--- config.mk ---
export PLATFORM = sky130hd
export DESIGN_NAME = uart_frame_rx
export DESIGN_NICKNAME = d
export VERILOG_FILES = /design/src/rtl/uart_rx_pkg.sv /design/src/rtl/uart_rx_front.sv /design/src/rtl/uart_rx_deframer.sv /design/src/rtl/uart_rx_result.sv /design/src/rtl/uart_frame_rx.sv
export SDC_FILE = /design/constraint.sdc
export NUM_CORES = 1
export LEC_CHECK = 0
export BUFFER_PORTS_ARGS = -buffer_cell sky130_fd_sc_hd__buf_2
export CORE_AREA = 2 2 73 75
export DETAILED_ROUTE_END_ITERATION = 7
export DIE_AREA = 0 0 75 77
export PLACE_DENSITY = 0.68
export SLEW_MARGIN = 20
export SYNTH_ARGS = -nofsm -noshare
export SYNTH_HDL_FRONTEND = slang
export SYNTH_SLANG_ARGS = --single-unit
export TNS_END_PERCENT = 50
--- constraint.sdc ---
create_clock -name clk -period 5 [get_ports clk]
set_input_delay 0 -clock clk [delete_from_list [all_inputs] [get_ports clk]]
set_output_delay 0 -clock clk [all_outputs]
set_load 0.01 [all_outputs]
--- src/rtl/uart_rx_pkg.sv ---
package uart_rx_pkg;

    localparam int DW     = 8;
    localparam int IDX_W  = $clog2(DW);

    typedef enum logic [2:0] {
        ST_IDLE,
        ST_START,
        ST_DATA,
        ST_PAR,
        ST_STOP
    } rx_state_e;

    typedef struct packed {
        logic [1:0] len;
        logic       par_en;
        logic       par_odd;
        logic       drop_bad;
    } rx_cfg_t;

    // index of the final data bit for a length code (5..8 bits)
    function automatic logic [IDX_W-1:0] last_index(logic [1:0] code);
        return IDX_W'(4) + IDX_W'(code);
    endfunction

    function automatic logic [DW-1:0] len_mask(logic [1:0] code);
        case (code)
            2'd0:    return 8'h1F;
            2'd1:    return 8'h3F;
            2'd2:    return 8'h7F;
            default: return 8'hFF;
        endcase
    endfunction

endpackage

--- src/rtl/uart_rx_front.sv ---
module uart_rx_front #(
    parameter int SYNC_STAGES = 2
) (
    input  logic clk,
    input  logic rst,
    input  logic rxd_pin,
    input  logic loop_rxd,
    input  logic loop_sel,
    input  logic rxd_invert,
    output logic line_s
);
    logic raw;
    logic [SYNC_STAGES-1:0] chain;

    assign raw = (loop_sel ? loop_rxd : rxd_pin) ^ rxd_invert;

    genvar g;
    generate
        for (g = 0; g < SYNC_STAGES; g++) begin : g_sync
            if (g == 0) begin : g_first
                always_ff @(posedge clk) begin
                    if (rst) chain[0] <= 1'b1;
                    else     chain[0] <= raw;
                end
            end else begin : g_next
                always_ff @(posedge clk) begin
                    if (rst) chain[g] <= 1'b1;
                    else     chain[g] <= chain[g-1];
                end
            end
        end
    endgenerate

    assign line_s = chain[SYNC_STAGES-1];

endmodule

--- src/rtl/uart_rx_deframer.sv ---
module uart_rx_deframer
    import uart_rx_pkg::*;
#(
    parameter int OSR = 16
) (
    input  logic          clk,
    input  logic          rst,
    input  logic          tick,
    input  logic          line_s,
    input  rx_cfg_t       cfg_in,
    output logic          frame_end,
    output logic [DW-1:0] data_q,
    output logic          par_q,
    output logic          stop_bit,
    output rx_cfg_t       cfg_q
);
    localparam int CW   = $clog2(OSR);
    localparam int HALF = OSR / 2;

    rx_state_e        state;
    logic [CW-1:0]    cnt;
    logic [IDX_W-1:0] bit_idx;
    logic             last_q;
    logic             mid;

    assign mid       = (cnt == CW'(OSR - 1));
    assign frame_end = tick && (state == ST_STOP) && mid;
    assign stop_bit  = line_s;

    always_ff @(posedge clk) begin
        if (rst) begin
            state   <= ST_IDLE;
            cnt     <= '0;
            bit_idx <= '0;
            data_q  <= '0;
            par_q   <= 1'b0;
            last_q  <= 1'b1;
            cfg_q   <= '0;
        end else if (tick) begin
            last_q <= line_s;
            case (state)
                ST_IDLE: begin
                    if (!line_s && last_q) begin
                        state <= ST_START;
                        cnt   <= '0;
                    end
                end
                ST_START: begin
                    if (cnt == CW'(HALF - 1)) begin
                        cnt <= '0;
                        if (!line_s) begin
                            state   <= ST_DATA;
                            bit_idx <= '0;
                            data_q  <= '0;
                            cfg_q   <= cfg_in;
                        end else begin
                            state <= ST_IDLE;
                        end
                    end else begin
                        cnt <= cnt + 1'b1;
                    end
                end
                ST_DATA: begin
                    if (mid) begin
                        cnt             <= '0;
                        data_q[bit_idx] <= line_s;
                        if (bit_idx == last_index(cfg_q.len))
                            state <= cfg_q.par_en ? ST_PAR : ST_STOP;
                        else
                            bit_idx <= bit_idx + 1'b1;
                    end else begin
                        cnt <= cnt + 1'b1;
                    end
                end
                ST_PAR: begin
                    if (mid) begin
                        cnt   <= '0;
                        par_q <= line_s;
                        state <= ST_STOP;
                    end else begin
                        cnt <= cnt + 1'b1;
                    end
                end
                ST_STOP: begin
                    if (mid) begin
                        cnt   <= '0;
                        state <= ST_IDLE;
                    end else begin
                        cnt <= cnt + 1'b1;
                    end
                end
                default: state <= ST_IDLE;
            endcase
        end
    end

    // entering the data phase needs a low line seen on a tick in the start phase
    assert_start_confirm_R3: assert property (@(posedge clk) disable iff (rst)
        (state == ST_DATA && $past(state) == ST_START) |-> $past(tick && !line_s));

    // the frame format stays fixed while a character is being assembled
    assert_cfg_held_R4: assert property (@(posedge clk) disable iff (rst)
        (state inside {ST_DATA, ST_PAR, ST_STOP} && $past(state) inside {ST_DATA, ST_PAR, ST_STOP})
        |-> $stable(cfg_q));

    // the parity phase is only visited when parity was enabled for this character
    assert_parity_phase_R5: assert property (@(posedge clk) disable iff (rst)
        (state == ST_PAR) |-> cfg_q.par_en);

endmodule

--- src/rtl/uart_rx_result.sv ---
module uart_rx_result
    import uart_rx_pkg::*;
(
    input  logic          clk,
    input  logic          rst,
    input  logic          frame_end,
    input  logic [DW-1:0] data_in,
    input  logic          par_bit,
    input  logic          stop_bit,
    input  rx_cfg_t       cfg,
    output logic          fifo_wr,
    output logic [DW-1:0] fifo_data,
    output logic          parity_err,
    output logic          frame_err
);
    logic [DW-1:0] masked;
    logic          ones_odd;
    logic          pe;
    logic          fe;
    logic          keep;

    always_comb begin
        masked   = data_in & len_mask(cfg.len);
        ones_odd = (^masked) ^ par_bit;
        pe       = cfg.par_en && (ones_odd != cfg.par_odd);
        fe       = !stop_bit;
        keep     = !(cfg.drop_bad && (pe || fe));
    end

    always_ff @(posedge clk) begin
        if (rst) begin
            fifo_wr    <= 1'b0;
            fifo_data  <= '0;
            parity_err <= 1'b0;
            frame_err  <= 1'b0;
        end else begin
            fifo_wr    <= frame_end && keep;
            parity_err <= frame_end && pe;
            frame_err  <= frame_end && fe;
            if (frame_end) fifo_data <= masked;
        end
    end

    assert_drop_bad_R7: assert property (@(posedge clk) disable iff (rst)
        ((parity_err || frame_err) && cfg.drop_bad) |-> !fifo_wr);

    assert_single_cycle_R8: assert property (@(posedge clk) disable iff (rst)
        fifo_wr |=> !fifo_wr);

    assert_from_frame_end_R8: assert property (@(posedge clk) disable iff (rst)
        (fifo_wr || parity_err || frame_err) |-> $past(frame_end));

    assert_parity_gate_R5: assert property (@(posedge clk) disable iff (rst)
        parity_err |-> cfg.par_en);

    assert_zero_fill_R4: assert property (@(posedge clk) disable iff (rst)
        (fifo_wr && cfg.len == 2'd0) |-> (fifo_data[DW-1:5] == '0));

endmodule

--- src/rtl/uart_frame_rx.sv ---
module uart_frame_rx
    import uart_rx_pkg::*;
#(
    parameter int OSR         = 16,
    parameter int SYNC_STAGES = 2
) (
    input  logic          clk,
    input  logic          rst,
    input  logic          baud_tick,
    input  logic          rxd_pin,
    input  logic          loop_rxd,
    input  logic          loop_sel,
    input  logic          rxd_invert,
    input  logic [1:0]    len_code,
    input  logic          parity_en,
    input  logic          parity_odd,
    input  logic          drop_bad,
    output logic          fifo_wr,
    output logic [DW-1:0] fifo_data,
    output logic          parity_err,
    output logic          frame_err
);
    logic          line_s;
    logic          frame_end;
    logic [DW-1:0] data_q;
    logic          par_q;
    logic          stop_bit;
    rx_cfg_t       cfg_in;
    rx_cfg_t       cfg_q;

    assign cfg_in = '{len: len_code, par_en: parity_en, par_odd: parity_odd, drop_bad: drop_bad};

    uart_rx_front #(.SYNC_STAGES(SYNC_STAGES)) u_front (
        .clk        (clk),
        .rst        (rst),
        .rxd_pin    (rxd_pin),
        .loop_rxd   (loop_rxd),
        .loop_sel   (loop_sel),
        .rxd_invert (rxd_invert),
        .line_s     (line_s)
    );

    uart_rx_deframer #(.OSR(OSR)) u_deframer (
        .clk       (clk),
        .rst       (rst),
        .tick      (baud_tick),
        .line_s    (line_s),
        .cfg_in    (cfg_in),
        .frame_end (frame_end),
        .data_q    (data_q),
        .par_q     (par_q),
        .stop_bit  (stop_bit),
        .cfg_q     (cfg_q)
    );

    uart_rx_result u_result (
        .clk        (clk),
        .rst        (rst),
        .frame_end  (frame_end),
        .data_in    (data_q),
        .par_bit    (par_q),
        .stop_bit   (stop_bit),
        .cfg        (cfg_q),
        .fifo_wr    (fifo_wr),
        .fifo_data  (fifo_data),
        .parity_err (parity_err),
        .frame_err  (frame_err)
    );

endmodule

Word-level counts from Yosys, hierarchy flattened
Cells that the tools add are included.

storage, ports and cells
  register bits = 38
  latch bits = 0
  bits in writable memories = 0
  ROM bits = 0
  bits of input ports = 12
  output and inout port bits = 11
  memories = 0

cells by class
  add/subtract/negate cells = 3
  $mul = 0
  divide/modulo/power cells = 0
  $lt $le $gt $ge = 2
  eq/ne operators = 18
  shift-type cells = 0
  mux-type cells = 27
  bitwise operators = 4
  reduce and logical (&&, ||, !) cells = 24

operators by type and width
  operator             count
  $mux 3               11
  $mux 8               3
  $pmux 8 s3           1
  $pmux 8 s2           1
  $pmux 3 s5           1
  $mux 4               3
  $ne 2x1->1 const B   6
  $pmux 4 s3           1
  $logic_and 1x1->1    9
  $and 8x8->8          1
  $bwmux 8             1
  $reduce_xor 8->1     1
  $reduce_and 7->1     1
  $eq 3x2->1 const B   2
  $pmux 3 s2           1
  $reduce_and 3->1     2
  $reduce_and 6->1     1
  $reduce_and 5->1     1
  $add 4x1->4 const B  1
  $eq 4x3->1 const B   1
  $eq 4x4->1 const B   1
  $lt 3x4->1 const B   1
  $ne 2x2->1 const B   2
  $reduce_and 4->1     1
  other kinds (21)     24

Longest topological paths before layout
Gate-level depths: netlist of the first run.

  depth after elaboration = 11
  depth in mapped cells = 7
  gate-level depth less buffers = 6

Hierarchy
From an unflattened synthesis of the first run, not the netlist that was laid out.

unflattened totals
  cells, all modules = 218
  area total of the unflattened synthesis = 1,919.3 µm²

by module, submodules not included
  module            instances  cells each  area an instance (µm²)
  uart_rx_deframer  1          165         1,353.8
  uart_rx_result    1          46          489.2
  uart_rx_front     1          7           76.3

Worst setup path before layout of the first run
Ideal clock, no wire load.

  path kind = flip-flop to flip-flop
  start point = register u_deframer.state[2]
  end point = register u_deframer.bit_idx[2]
  library setup time = 0.117 ns
  arrival time = 1.675 ns
  required time = 4.883 ns
  path slack = 3.207 ns
  cell stages (with the launch flop) = 7
  path buffers = 1
  clock period less this slack = 1.793 ns
  cells stage by stage = dfxtp_1 buf_2 or3b_1 a31o_4 a221oi_4 o21ai_1 a32o_1

on the way
  cells in the longest elaborated chain, start to end = 3

RTL lines
  what                                                       line                    text
  start, declared                                            uart_rx_deframer.sv:20  rx_state_e state;
  start signal, assigned                                     uart_rx_deframer.sv:68  state <= cfg_q.par_en ? ST_PAR : ST_STOP;
  $eq 3x2->1 or $eq 3x1->1 (tied branches)                   uart_rx_deframer.sv:41  case (state)
  $ne 2x2->1 (no source line), or another cell as far along  --
  $reduce_and 6->1 (no source line)                          --
  end signal, assigned                                       uart_rx_deframer.sv:70  bit_idx <= bit_idx + 1'b1;
  end, declared                                              uart_rx_deframer.sv:22  logic [IDX_W-1:0] bit_idx;

Parallel ways exist; a longest one is shown, timed or not.
A chain may end at the register's enable or synchronous reset.

Worst setup path after layout of the first run
  start point = register u_deframer.state[1]
  end point = register u_deframer.bit_idx[2]

Same word-level chain as after synthesis.

==> results of run 1 <==
worst max-delay path: stages, from the launching register on:
cell	delay (ps)
dfxtp_1	600
or3b_1	570
a31o_4	300
a221oi_4	370
o21ai_1	110
a32o_1	220
cell usage after synthesis (all sizes together) (2+ instances only):
master | number | area, um2
buf | 5 | 23.8
or2 | 2 | 12.5
xor2 | 4 | 35.0
nand4 | 4 | 25.0
a31oi | 4 | 25.0
nor2 | 23 | 86.3
clkbuf | 11 | 41.3
xnor2 | 9 | 78.8
nor4bb | 2 | 20.0
nand2 | 26 | 97.6
ha | 2 | 25.0
nand3 | 10 | 50.1
nor3b | 3 | 27.5
o21ai | 18 | 90.1
or3b | 2 | 17.5
dfxtp | 38 | 761
mux2i | 7 | 70.1
inv | 5 | 18.8
nor2b | 4 | 25.0
or4 | 2 | 15.0
and3 | 3 | 18.8
a21oi | 31 | 155
nand3b | 3 | 22.5
nand2b | 4 | 25.0
cell type report:
type	count	area share
inverter	5	0.00839
clock inverter	3	0.0179
tap	70	0.0392
clock buffer	5	0.0308
sequential	38	0.340
timing repair buffer	29	0.0795
multi-input combinational	177	0.484
through the flow:
stage                     area [um2]  setup slack [ps]  std cells
after floorplan                 1930              3210        236
after global placement          2070              2820        313
after CTS                       2240              2750        327
final                           2240              2720        327
after detailed placement        2070              2760        313
after global routing            2240              2600        327
power by group through the flow:
| stage | combinational (mW) | sequential, mW | clock [mW] |
|---|---|---|---|
| 4_1_cts | 0.0293 | 0.309 | 0.265 |
| 3_5_place_dp | 0.0257 | 0.316 | 0 |
| 3_3_place_gp | 0.0256 | 0.316 | 0 |
| 2_1_floorplan | 0.0199 | 0.313 | 0 |
| 5_1_grt | 0.0325 | 0.309 | 0.274 |
| 6_report | 0.0296 | 0.309 | 0.257 |
state kept, by name, summed over array words and instances, names as in the netlist, 3 cells and up:
signal and count:
u_result.fifo_data 8, u_deframer.cfg_q 5, u_deframer.state 3, u_deframer.cnt 4, u_deframer.bit_idx 3, u_deframer.data_q 8
worst paths after layout:
| path | from | end | slack (ps) | cells after the start |
|---|---|---|---|---|
| hold reg to reg | u_front.chain[0] | u_front.line_s | 410 | 1 |
| hold / removal | baud_tick | u_deframer.last_q | 40 | 2 |
| setup reg to reg | u_deframer.state[1] | u_deframer.bit_idx[2] | 2720 | 5 |
| setup / recovery | u_deframer.state[1] | u_deframer.bit_idx[2] | 2720 | 5 |
per-layer routing:
layer  GRT usage  up-vias  part of all wire
li1            -      866                 -
met1       0.193      789              0.47
met2       0.239       48              0.47
met3      0.0355        6             0.046
met4      0.0589        0             0.015
met5           0        -                 0
cells by family (layout without fill, tap and decap cells):
kind of cell,Yosys count,after routing,share of synthesized area
adders and majority gates,2,2,0.0130
DFF,38,38,0.395
buffers and inverters,21,42,0.0435
muxes,7,7,0.0364
and+or+nand+nor,90,90,0.237
AOI/OAI and AO/OA,64,64,0.205
xor gates and xnor gates,14,14,0.0708
==> key figures, run 1 <==
Placement
  • Hpwl dp: 2.75 mm
  • Gpl congestion: 0.874
  • Input/output buffers: 22

Yosys
  • Flops & latches, synth: 38
  • Mean Syn Cell Area: ~8 um2
  • Async S/R FF share, synth: 0
  • Unique masters post-synth: 41
  • Syn Nets: 250
  • Main synth FF type: dfxtp_1
  • Number of flops mapped to enable cells by yosys: 0
  • Synthesized area: between 1500 and 2000 um2
  • Yosys warnings: 0
  • Post-synthesis cell count: 236
  • Sequential share of the synthesized area: 0.395

Clock network
  • Post-CTS setup buffers: 0
  • Clock Latency Late Sink: 300 ps
  • TritonCTS clock tree: done
  • Hold Buf Count CTS: 6
  • Clock input transition at the sequential cells of the worst setup and hold paths: 70 ps
  • CTS buffer count: 5
  • Clk sinks: 38
  • Clock root cell: clkbuf_8
  • CTS max path bufs: 2
  • H-tree levels: 2
  • CTS resizes: 0

Routing
  • Via density: ~5.2
  • DRT iter0 DRCs: 108
  • Routed WL per cell: 12.7 um
  • Pre-antenna DRT Iters: 4
  • Via count: 1709
  • Antenna viol nets, final: 0
  • WL final: 4.15 mm
  • DRC errors left: 0

Timing
  • Hold Violations, Final: 0
  • Worst-margin pin slew: 683 ps
  • Clock period minus worst slack: 2280 ps
  • Pins Over Slew Limit: 0
  • RSZ-0062 raised after global routing: false
  • Max frequency: 0.439 GHz
  • Total negative slack: 0 ps
  • Final Cycle Share: 0.456
  • Hold Slack: 38.1 ps
  • Setup violators final: 0
  • Max-slew headroom at the worst pin: 0.545
  • Clock skew: 9.12 ps

GRT
  • Vias in the first global route: about 1500
  • Total grt overflow: 0
  • Pin count of the biggest net entering global routing: 39
  • Gr usage total: 0.150
  • Global-route wire length before repair: 6.80 mm
  • Initial antenna violation count: 0

Critical path
  • Worst EP required: 5190 ps
  • Crit path kind: reg -> reg
  • Crit path DAT: 2460 ps
  • CP Launch Type: register
  • CP max FO: 15
  • Setup crit end kind: register

Status
  • Status: finished, final reports clean

Power
  • Switching share of power: 0.218
  • P per Cell Area: 266 nW/um2
  • Pint: between 0.4 and 0.5 mW
  • Overall power: 0.595 mW
  • Clock Power Share: 0.431
  • Leakage power total: between 0.8 and 0.9 nW
  • Switch Pwr: 0.130 mW
  • Peak supply drop: 0.0829 mV
  • Logic pwr share: 0.050
  • Seq pwr share: 0.519

Cells and area
  • Antenna cells: 0
  • Post-Route Utilization: 0.449
  • Most frequent cells in the layout: 38 x dfxtp_1, 31 x a21oi_1, 26 x nand2_1
  • P&R area growth vs syn: 16.0%
  • Final #Nets: 270
  • Layout cells sized above 1: 0.140
  • FF/Latch Area: 761 um2
  • # fillers: roughly 500
  • Area occupied by multi-input gates: 1080 um2
  • Commonest non-fill, non-tap cell in the layout: dfxtp_1

Die
  • Initial core utilization: 0.387
  • Die area: 5780 um2
  • Core Area: roughly 5000 um2
  • Row count: 26
  • DIE WIDTH: 75 um
  • Die Y: between 70 and 80 um
  • Io pins: 23

Flow run
  • Maxcap violations: 0

Min path
  • Worst hold path type: in -> reg
No activity file was read; power rests on OpenSTA's default activity.
==> inputs of run 2 (changes only) <==
- clock period: 5 -> 2.18 ns (I/O delays scaled with it)
==> key figures, run 2 (synthesis gave the netlist of run 1 again) <==
Critical path
  • CP max FO: 12 (was 15)
  • Setup crit end kind: register (unchanged)
  • Worst path slowest cell: dfxtp_1 (unchanged)
  • Critical path depth: 5 (unchanged)
  • Reg2reg setup slack: 220 ps (was 2720 ps)
  • Worst R2R End: u_deframer.state[2] (was u_deframer.bit_idx[2])
  • Critical-path cell list: xor2_1 > a311o_1 > o2111ai_1 > or4_1 > a21oi_1 (was or3b_1 > a31o_4 > a221oi_4 > o21ai_1 > a32o_1)
  • Crit path DAT: 2170 ps (was 2460 ps)
  • Worst EP required: 2390 ps (was 5190 ps)
  • Cells on worst reg2reg path: 5 (unchanged)
  • Reg2reg start: u_deframer.cnt[3] (was u_deframer.state[1])
  • Crit path kind: reg -> reg (unchanged)
  • CP max stage delay: 610 ps (was 600 ps)
  • Crit path launch: u_deframer.cnt[3] (was u_deframer.state[1])
  • Crit path to: u_deframer.state[2] (was u_deframer.bit_idx[2])
  • CP Launch Type: register (unchanged)
  • Worst path bufs/invs: 0 (unchanged)
  • Top delay family on crit path: flip-flops (was compound AO/OA/AOI/OAI gates)

GRT
  • Vias in the first global route: 1566 (was 1484)
  • Global-route wire length before repair: 6.98 mm (was 6.80 mm)
  • Gr usage total: 0.154 (was 0.150)
  • Total grt overflow: 0 (unchanged)
  • Initial antenna violation count: 0 (unchanged)
  • Pin count of the biggest net entering global routing: 39 (unchanged)

Placement
  • Dpl ws: 200 ps (was 2760 ps)
  • Gpl congestion: 0.829 (was 0.874)
  • Hpwl dp: 2.80 mm (was 2.75 mm)
  • Input/output buffers: 22 (unchanged)

Timing
  • Clock skew: 7.88 ps (was 9.12 ps)
  • Clock period minus worst slack: 1960 ps (was 2280 ps)
  • Hold Violations, Final: 0 (unchanged)
  • Final Cycle Share: 0.899 (was 0.456)
  • Setup violators final: 0 (unchanged)
  • Max-slew headroom at the worst pin: 0.552 (was 0.545)
  • RSZ-0062 raised after global routing: false (unchanged)
  • Worst-margin pin slew: 673 ps (was 683 ps)
  • Total negative slack: 0 ps (unchanged)
  • Pins Over Slew Limit: 0 (unchanged)
  • Setup ws final: 220 ps (was 2720 ps)
  • Max frequency: 0.510 GHz (was 0.439 GHz)

Routing
  • DRC errors left: 0 (unchanged)
  • Via density: 5.13 (was 5.23)
  • Routed WL per cell: 12.4 um (was 12.7 um)
  • Antenna viol nets, final: 0 (unchanged)
  • DRT iter0 DRCs: 110 (was 108)
  • Via count: 1708 (was 1709)
  • WL final: 4.12 mm (was 4.15 mm)
  • Pre-antenna DRT Iters: 4 (unchanged)

Cells and area
  • Final #Nets: 276 (was 270)
  • # fillers: 506 (was 513)
  • Commonest non-fill, non-tap cell in the layout: dfxtp_1 (unchanged)
  • Post-Route Utilization: 0.459 (was 0.449)
  • Area occupied by multi-input gates: 1080 um2 (unchanged)
  • Antenna cells: 0 (unchanged)
  • Most frequent cells in the layout: 37 x dfxtp_1, 31 x a21oi_1, 26 x nand2_1 (was 38 x dfxtp_1, 31 x a21oi_1, 26 x nand2_1)
  • Layout cells sized above 1: 0.163 (was 0.140)
  • Biggest regs: u_deframer.data_q: 8 flops, u_result.fifo_data: 8 flops, u_deframer.cfg_q: 5 flops (unchanged)
  • P&R area growth vs syn: 18.4% (was 16.0%)
  • FF/Latch Area: 762 um2 (was 761 um2)

Clock network
  • CTS buffer count: 5 (unchanged)
  • H-tree levels: 2 (unchanged)
  • Clk sinks: 38 (unchanged)
  • Clock Latency Late Sink: 290 ps (was 300 ps)
  • Clock input transition at the sequential cells of the worst setup and hold paths: 70 ps (about the same)
  • Clock root cell: clkbuf_8 (unchanged)
  • TritonCTS clock tree: done (unchanged)
  • CTS max path bufs: 2 (unchanged)

Min path
  • Worst hold path type: in -> reg (unchanged)

Power
  • P per Cell Area: 595 nW/um2 (was 266 nW/um2)
  • Leakage power total: 0.849 nW (was 0.819 nW)
  • Peak supply drop: 0.217 mV (was 0.0829 mV)

Die
  • Die area: 5780 um2 (unchanged)
  • DIE WIDTH: 75 um (unchanged)
  • Io pins: 23 (unchanged)
  • Initial core utilization: 0.387 (unchanged)
  • Die Y: 77 um (unchanged)
  • Row count: 26 (unchanged)
  • Core Area: 4980 um2 (unchanged)

Flow run
  • Maxcap violations: 0 (unchanged)

Status
  • Status: finished, final reports clean (unchanged)
==> run 2: layer usage <==
layer / vias up / GRT usage / wire (um)
met2: 30 / 0.246 / 2000
met4: 0 / 0.0536 / 56
met1: 792 / 0.199 / 1930
met3: 6 / 0.0394 / 125
met5: - / 0 / 0
li1: 880 / - / -
==> run 2: worst reg2reg max path, cell delays in order, from the launching register on <==
cell,delay (ps)
dfxtp_1,610
xor2_1,200
a311o_1,240
o2111ai_1,200
or4_1,510
a21oi_1,130
==> run 2: repair_timing <==
action / in CTS / in global routing
hold buffers: 6 / 0
resized for setup: 0 / 1
endpoints found under the setup margin: 0 / 1
buffers inserted: 0 / 0
endpoints found under the hold margin: 6 / 0
==> run 2: power breakdown <==
part / total [mW] / internal (mW) / switching, mW
Sequential: 0.709 / 0.699 / 0.00932
Clock: 0.583 / 0.337 / 0.246
Combinational: 0.0673 / 0.0311 / 0.0362
Total: 1.36 / 1.07 / 0.292
==> run 2: stage by stage <==
step | hold WS [ps] | total power [mW] | cell area [um2] | cells
after floorplan | 122 | 0.763 | 1930 | 236
after global placement | 227 | 0.783 | 2110 | 319
after detailed placement | 234 | 0.783 | 2110 | 319
after CTS | 18.6 | 1.38 | 2280 | 333
after global routing | 41.9 | 1.41 | 2280 | 333
final | 29.9 | 1.36 | 2280 | 333
==> run 2: how the worst min path moves through the flow <==
stage                     startpoint           endpoint  slack [ps]  cells past startpoint
after global routing       baud_tick  u_deframer.last_q          40                      2
after floorplan            baud_tick  u_deframer.last_q         120                      1
after CTS                  baud_tick  u_deframer.last_q          20                      2
after detailed placement  rxd_invert   u_front.chain[0]         230                      3
final                      baud_tick  u_deframer.last_q          30                      2
after global placement    rxd_invert   u_front.chain[0]         230                      3
==> run 2: final cells by class <==
class,count,area share
timing repair buffer,35,0.0976
tap,70,0.0384
clock buffer,5,0.0302
inverter,5,0.00822
multi-input combinational,177,0.474
sequential,38,0.334
clock inverter,3,0.0175
